`config.mk`:
```
export PLATFORM = sky130hd
export DESIGN_NAME = sync_selftest_gen
export DESIGN_NICKNAME = d
export VERILOG_FILES = /design/src/rtl/sync_selftest_gen.sv
export SDC_FILE = /design/constraint.sdc
export NUM_CORES = 1
export LEC_CHECK = 0
export ABC_AREA = 0
export BUFFER_PORTS_ARGS = -buffer_cell sky130_fd_sc_hd__buf_2
export CORE_MARGIN = 3
export CORE_UTILIZATION = 57
export DETAILED_ROUTE_END_ITERATION = 8
export PLACE_DENSITY = 0.79
export SLEW_MARGIN = 20
export SYNTH_ARGS = -nofsm -noshare
export SYNTH_HDL_FRONTEND = slang
export SYNTH_SLANG_ARGS = --single-unit
```
`constraint.sdc`:
```
create_clock -name clk -period 2.1 [get_ports clk]
set_input_delay 0.42 -clock clk [delete_from_list [all_inputs] [get_ports clk]]
set_output_delay 0.42 -clock clk [all_outputs]
set_load 0.01 [all_outputs]
```
`src/rtl/sync_selftest_gen.sv`:
```
module sync_selftest_gen #(
  parameter int HPER_SLOW = 378,
  parameter int HPER_MID  = 252,
  parameter int HPER_FAST = 189,
  parameter int LINES     = 525,
  parameter int HS_W      = 8,
  parameter int VS_LINES  = 3,
  parameter int GRID      = 32
) (
  input  logic       clk,
  input  logic       rst_n,
  input  logic       run_en,
  input  logic [1:0] hrate_sel,
  input  logic [1:0] pat_sel,
  input  logic       vout_en,
  output logic       test_hsync,
  output logic       test_vsync,
  output logic       stout
);
  localparam int HW = $clog2(HPER_SLOW + 1);
  localparam int VW = $clog2(LINES + 1);
  localparam int GB = $clog2(GRID);

  logic [HW-1:0] hcnt, hper;
  logic [VW-1:0] vcnt;
  logic          line_end, frame_end, hatch, pix;

  always_comb begin
    case (hrate_sel)
      2'b10:   hper = HW'(HPER_MID);
      2'b11:   hper = HW'(HPER_FAST);
      default: hper = HW'(HPER_SLOW);
    endcase
  end

  assign line_end  = hcnt >= hper - HW'(1);
  assign frame_end = vcnt >= VW'(LINES - 1);

  always_ff @(posedge clk or negedge rst_n) begin
    if (!rst_n) begin
      hcnt <= '0;
      vcnt <= '0;
    end else if (!run_en) begin
      hcnt <= '0;
      vcnt <= '0;
    end else if (line_end) begin
      hcnt <= '0;
      vcnt <= frame_end ? '0 : vcnt + VW'(1);
    end else begin
      hcnt <= hcnt + HW'(1);
    end
  end

  assign hatch = (hcnt[GB-1:0] == '0) || (vcnt[GB-1:0] == '0);

  always_comb begin
    case (pat_sel)
      2'b00: pix = hatch;
      2'b01: pix = ~hatch;
      2'b10: pix = 1'b1;
      default: pix = 1'b0;
    endcase
  end

  assign test_hsync = run_en && (hcnt < HW'(HS_W));
  assign test_vsync = run_en && (vcnt < VW'(VS_LINES));
  assign stout      = run_en && vout_en && pix;
endmodule


```
**Word level (Yosys, flattened, before mapping)**

Index checks and enable logic that the tools add are counted.

- Latch bits: 0
- RAM bits: 0
- Bits in read-only memories: 0
- Register bits after elaboration: 19
- Input port bits: 8
- Logic and storage cells: 30
- Memories: 0

- Div/mod/pow operators: 0
- Shifts and indexed selects: 0
- Bitwise gates (word level): 1
- Reduce and logical (&&, ||, !) cells: 8
- $add $sub $neg: 3
- Mux-type cells: 7
- Equality and inequality tests: 5
- Magnitude comparators: 4
- Multipliers: 0

Operators with widths:

| kind | number |
|---|---|
| $mux W10 | 3 |
| $mux W9 | 2 |
| $pmux W9 S2 | 1 |
| $add A10 B1 Y10 const B | 1 |
| $ge A10 B10 Y1 const B | 1 |
| $logic_not A5 Y1 | 2 |
| $lt A10 B2 Y1 const B | 1 |
| $add A9 B1 Y9 const B | 1 |
| $ge A9 B9 Y1 | 1 |
| $lt A9 B4 Y1 const B | 1 |
| $sub A9 B1 Y9 const B | 1 |
| $eq A2 B2 Y1 const B | 3 |
| $logic_and A1 B1 Y1 | 4 |
| $pmux W1 S3 | 1 |
| $eq A2 B1 Y1 const B | 1 |
| $logic_not A2 Y1 | 1 |
| $ne A2 B1 Y1 const B | 1 |
| $logic_or A1 B1 Y1 | 1 |
| $not A1 Y1 | 1 |

**Longest topological paths before layout**

- Word-level depth: 6
- Gate-level depth with buffers: 9

**Worst setup path before layout**

Ideal clock, no wire load.

- Kind: input -> register
- Start: input hrate_sel[0]
- End: register vcnt[9]
- Setup slack: 0.272 ns
- Data required time: 1.996 ns
- Arrival: 1.724 ns
- Setup time: 0.104 ns
- Cell stages on the path: 8
- Path through: nand2_1 -> ha_1 -> a21o_1 -> a31oi_1 -> o21a_1 -> or2_1 -> buf_6 -> o41ai_2

- Word-level cells in the longest chain between the ends: 5
- Elaborated cells between the ends (all ways): 6

RTL lines:

| item | line | source |
|---|---|---|
| start: declaration | 13 | `input logic [1:0] hrate_sel,` |
| $eq A2 B2 Y1 | 29 | `case (hrate_sel)` |
| $pmux W9 S2 (*) | 29 |  |
| $sub A9 B1 Y9 (*) | 36 | `assign line_end = hcnt >= hper - HW'(1);` |
| $ge A9 B9 Y1 (*) | 36 |  |
| $ne A2 B1 Y1 (no line) (*) | - |  |
| end signal: assignment | 48 | `vcnt <= frame_end ? '0 : vcnt + VW'(1);` |
| end: declaration | 25 | `logic [VW-1:0] vcnt;` |

Every way passes the cells marked *; elsewhere a longest branch is shown, timed or not.
A chain may end at the register's enable or synchronous reset.

**Worst setup path after layout**

- Start: register hcnt[0]
- End: output stout

- Word-level cells in the longest chain between the ends: 5

RTL lines:

| item | line | source |
|---|---|---|
| start: declaration | 24 | `logic [HW-1:0] hcnt, hper;` |
| start signal: assignment | 50 | `hcnt <= hcnt + HW'(1);` |
| $logic_not A5 Y1 (*) | 54 | `assign hatch = (hcnt[GB-1:0] == '0) \|\| (vcnt[GB-1:0] == '0);` |
| $logic_or A1 B1 Y1 (*) | 54 |  |
| $not A1 Y1 | 59 | `2'b01: pix = ~hatch;` |
| $pmux W1 S3 (*) | 57 | `case (pat_sel)` |
| $logic_and A1 B1 Y1 (*) | 67 | `assign stout = run_en && vout_en && pix;` |
| end: declaration | 18 | `output logic stout` |

Marks and branches as above.

==> run summary <==
The flow ran to the end, but the final reports show violations. The final reports fail on setup timing. After the first detailed-routing iteration, the DRC count stood at 28. Among all flip-flop cells after synthesis, the most frequent one is sky130_fd_sc_hd__dfrtp_1.

The H-tree depth reported by CTS is 1. The total die area is 0.00270 mm2. In this run the clock root is driven by a sky130_fd_sc_hd__clkbuf_4. The setup skew after layout came out at 5.12 ps. Summed over all layers, the routed wires come to 2.82 mm. The number of port buffers is 10. The maximum count of clock buffers along a single path came out at 2. The insertion delay to the later sink of the worst-skew pair came out at 300 ps. Synthesis handed over a netlist of 130 instances. The power density of the placed cells came out at 609 mW/mm2.

The ratio of final minimum period to clock period came out at 100%. The arrival time of data at the critical path endpoint came out at 1690 ps. The sum of met2 wire segment lengths after detailed routing is 1.30 mm.

The total grt overflow came out at 0. The beginning of the worst register-to-register path is hcnt[7]$_DFF_PN0_. The core area is 0.00186 mm2. The switching portion of total power is 32.5%. After detailed routing, the number of remaining DRC violations is 0. The clock-pin slew of the registers on the worst-case setup and hold paths is 110 ps.

On the critical path, the stage with the largest delay is an instance of sky130_fd_sc_hd__dfrtp_1. The share of flip-flops with an asynchronous set or reset after synthesis came out at 100%. Before CTS, the worst setup slack after placement is 0.647 ps. Yosys mapped a number of flops with a built-in enable equal to 0.

Of the total power, combinational logic draws 30.0%. The post-detailed-placement half-perimeter wirelength is 1.88 mm. In this run the tightest slew margin relative to its limit is 68.8%. Global routing consumed, over all layers together, 22.7% of the routing resources. The cell count after placement came out at 165. The synthesized area came out at 0.00120 mm2. During I/O placement, the number of pins put on the boundary was 11. The number of global-route vias before repair came out at 1000. The signal on the critical path passes through inv_2, ha_4, nor2b_4, a221oi_2, xnor2_1, and3_1, buf_2.

The share of final-layout standard cells stronger than drive strength 1 is 25.8%. The synthesized area divided by synthesized cell count came out at 9.25 um2. The max-slew violation count is 0. At the end of the flow the core is filled with cells to 77.6%. The relative area change from synthesis to final layout came out at 19.9%. The post-route cell area is 0.00144 mm2. The most critical setup path has its startpoint at hcnt[0]$_DFF_PN0_. The vias after detailed routing came out at 1073. The worst-case vdd ir drop is 0.515 mV. The final setup violation count is 1.

The largest net degree at the start of global routing is 20. The repair_antennas step left the layout with diodes totalling 0. The count of distinct cell types in the synthesized netlist is 33.

The number of nets handed over by synthesis was 148. The worst setup path is launched from a flip-flop. The average wire length per cell after detail routing is 16.0 um. The die boundary height is 51.9 um.

STA classifies the critical path endpoint as an output pin. The worst min-delay path class is input pin to asynchronous set/reset pin. The hold buffer count at CTS came out at 0.

The placer congestion estimate came out at 0.881. The library cells used most frequently in the layout, excluding fill and tap cells, are sky130_fd_sc_hd__dfrtp_1 (19), sky130_fd_sc_hd__nor2_1 (13), sky130_fd_sc_hd__o21ai_0 (12), sky130_fd_sc_hd__buf_2 (10), sky130_fd_sc_hd__buf_4 (9). The instance area after placement is 0.00129 mm2. After detailed routing, the wire length on met1 is 1.33 mm.

The number of rows created at floorplan is 15. At the worst endpoint, the required time is 1680 ps. The largest stage delay on the critical path is 380 ps.

The library cell used most frequently in the layout, excluding fill and tap cells, is sky130_fd_sc_hd__dfrtp_1. The count of antenna-violating nets left after detailed routing is 0. The final instance count without filler cells is 176. For the finished layout, the period the worst path requires is 2110 ps. The final-stage net count is 170.

Setup repair after global routing could not meet its margin everywhere. TritonCTS created 3 clock buffers. The leakage dissipation is 0.688 nW. Setup slack on the critical path of the routed design comes to -6.11 ps. After detailed routing, the met3 layer carries 154 um of wire.

The number of sinks driven by the clock tree is 19. For the pin with the worst max-slew slack, the measured transition is 468 ps. Yosys printed 0 warnings. Measured along the x axis, the die boundary spans 51.9 um. The hold violation count in the final report is 0. The number of maximum-capacitance violations came out at 0. Dividing the detail-routed via count by the number of cells gives 6.10. The wire length of the first global-routing pass is 4.51 mm. The clock tree from TritonCTS is done. Before antenna repair, the detailed router went through 4 iterations. The initial antenna violation count is 0. The flip-flop and latch count after synthesis came out at 19.

The net switching power figure came out at 285 uW. The clock share of power came out at 21.2%. By startpoint and endpoint, the worst setup path is classified as flip-flop to output pin. The detailed router used layers up to and including met4.

The upper clock frequency limit is 475 MHz. The proportion of power drawn by flip-flops and latches came out at 48.9%. The starting density of the core came out at 64.7%.

The portion of the post-synthesis area used by sequential elements came out at 39.5%. The internal power summed over all cells is 592 uW. The maximum fanout encountered on the critical timing path is 2. The smallest hold slack came out at 43.6 ps.
==> power groups by stage <==
| stage | registers, mW | clock network [mW] | logic (mW) |
|---|---|---|---|
| CTS | 0.427 | 0.194 | 0.206 |
| global placement | 0.437 | 0 | 0.165 |
| finish | 0.429 | 0.186 | 0.263 |
| floorplan | 0.429 | 0 | 0.119 |
| detailed placement | 0.438 | 0 | 0.173 |
| global route | 0.434 | 0.207 | 0.291 |
==> cell families (layout without fill, tap and decap cells) <==
| family | count (synthesis) | in the layout | synth area share (%) |
|---|---|---|---|
| and+or+nand+nor | 54 | 55 | 24.0 |
| DFF | 19 | 19 | 39.5 |
| adders and majority gates | 10 | 10 | 10.4 |
| AOI/OAI and AO/OA | 31 | 31 | 17.5 |
| xor gates and xnor gates | 7 | 7 | 5.10 |
| buffers and inverters | 9 | 29 | 3.43 |
==> layer usage <==
metal	vias to the layer above	GRT usage (%)
met5	-	0
met4	0	6.11
met3	4	6.30
met2	37	35.4
met1	527	30.8
li1	505	-
==> final timing paths <==
path                       cells after the start                  end  slack (ps)
max in group asynchronous                      1    hcnt[3]$_DFF_PN0_        1750
min reg2reg                                    1  vcnt[7]$_DFFE_PN0P_         550
max                                            7                stout          -6
min                                            1    hcnt[2]$_DFF_PN0_          40
min in group clk                               1  vcnt[7]$_DFFE_PN0P_         550
max reg2reg                                    7  vcnt[7]$_DFFE_PN0P_         140
==> critical path, delay by kind of cell, from the launching register on <==
| family | cells | cell delay [ps] |
|---|---|---|
| XOR/XNOR | 1 | 150 |
| AND/OR/NAND/NOR | 2 | 290 |
| flip-flops | 1 | 380 |
| AO/OA/AOI/OAI | 1 | 230 |
| adder cells (fa/ha/maj) | 1 | 140 |
| buffers and inverters | 2 | 190 |
==> stage by stage <==
stage	power [mW]	TNS (ps)
2_1_floorplan	0.549	0
3_3_place_gp	0.602	0
3_5_place_dp	0.612	0
4_1_cts	0.828	-35.9
5_1_grt	0.932	-117
6_report	0.877	-6.11
==> area by class of cell <==
class,instances,area (um2)
Tap cell,25,31.3
Clock inverter,1,5.00
Inverter,6,22.5
Timing Repair Buffer,19,118
Fill cell,120,417
Sequential cell,19,475
Multi-Input combinational cell,103,767
Clock buffer,3,22.5
==> cells in the mapped netlist (2+ instances only) <==
cell type / number / area, um2
sky130_fd_sc_hd__a31oi_1: 3 / 18.8
sky130_fd_sc_hd__a21oi_1: 3 / 15.0
sky130_fd_sc_hd__xnor2_1: 4 / 35.0
sky130_fd_sc_hd__dfrtp_1: 19 / 475
sky130_fd_sc_hd__o21ai_0: 13 / 65.1
sky130_fd_sc_hd__clkbuf_1: 2 / 7.51
sky130_fd_sc_hd__and3_1: 8 / 50.1
sky130_fd_sc_hd__o31ai_1: 4 / 30.0
sky130_fd_sc_hd__nand3_1: 7 / 35.0
sky130_fd_sc_hd__nand2b_1: 5 / 31.3
sky130_fd_sc_hd__xor2_1: 3 / 26.3
sky130_fd_sc_hd__nor2_1: 13 / 48.8
sky130_fd_sc_hd__ha_1: 10 / 125
sky130_fd_sc_hd__inv_1: 6 / 22.5
sky130_fd_sc_hd__nor2b_1: 4 / 25.0
sky130_fd_sc_hd__nand2_1: 7 / 26.3
sky130_fd_sc_hd__a21o_1: 2 / 15.0
sky130_fd_sc_hd__o41ai_2: 2 / 32.5
==> sequential cells by signal, indices dropped and copies added, names as in the netlist <==
| signal | count |
|---|---|
| hcnt | 9 |
| vcnt | 10 |
==> timing repair <==
item	CTS	global route
hold endpoints to repair	0	0
gates cloned	0	1
pin swaps	4	8
gates resized for setup	6	10
setup endpoints to repair	1	18
buffers inserted	5	2
(Power assumes the default switching activity.)
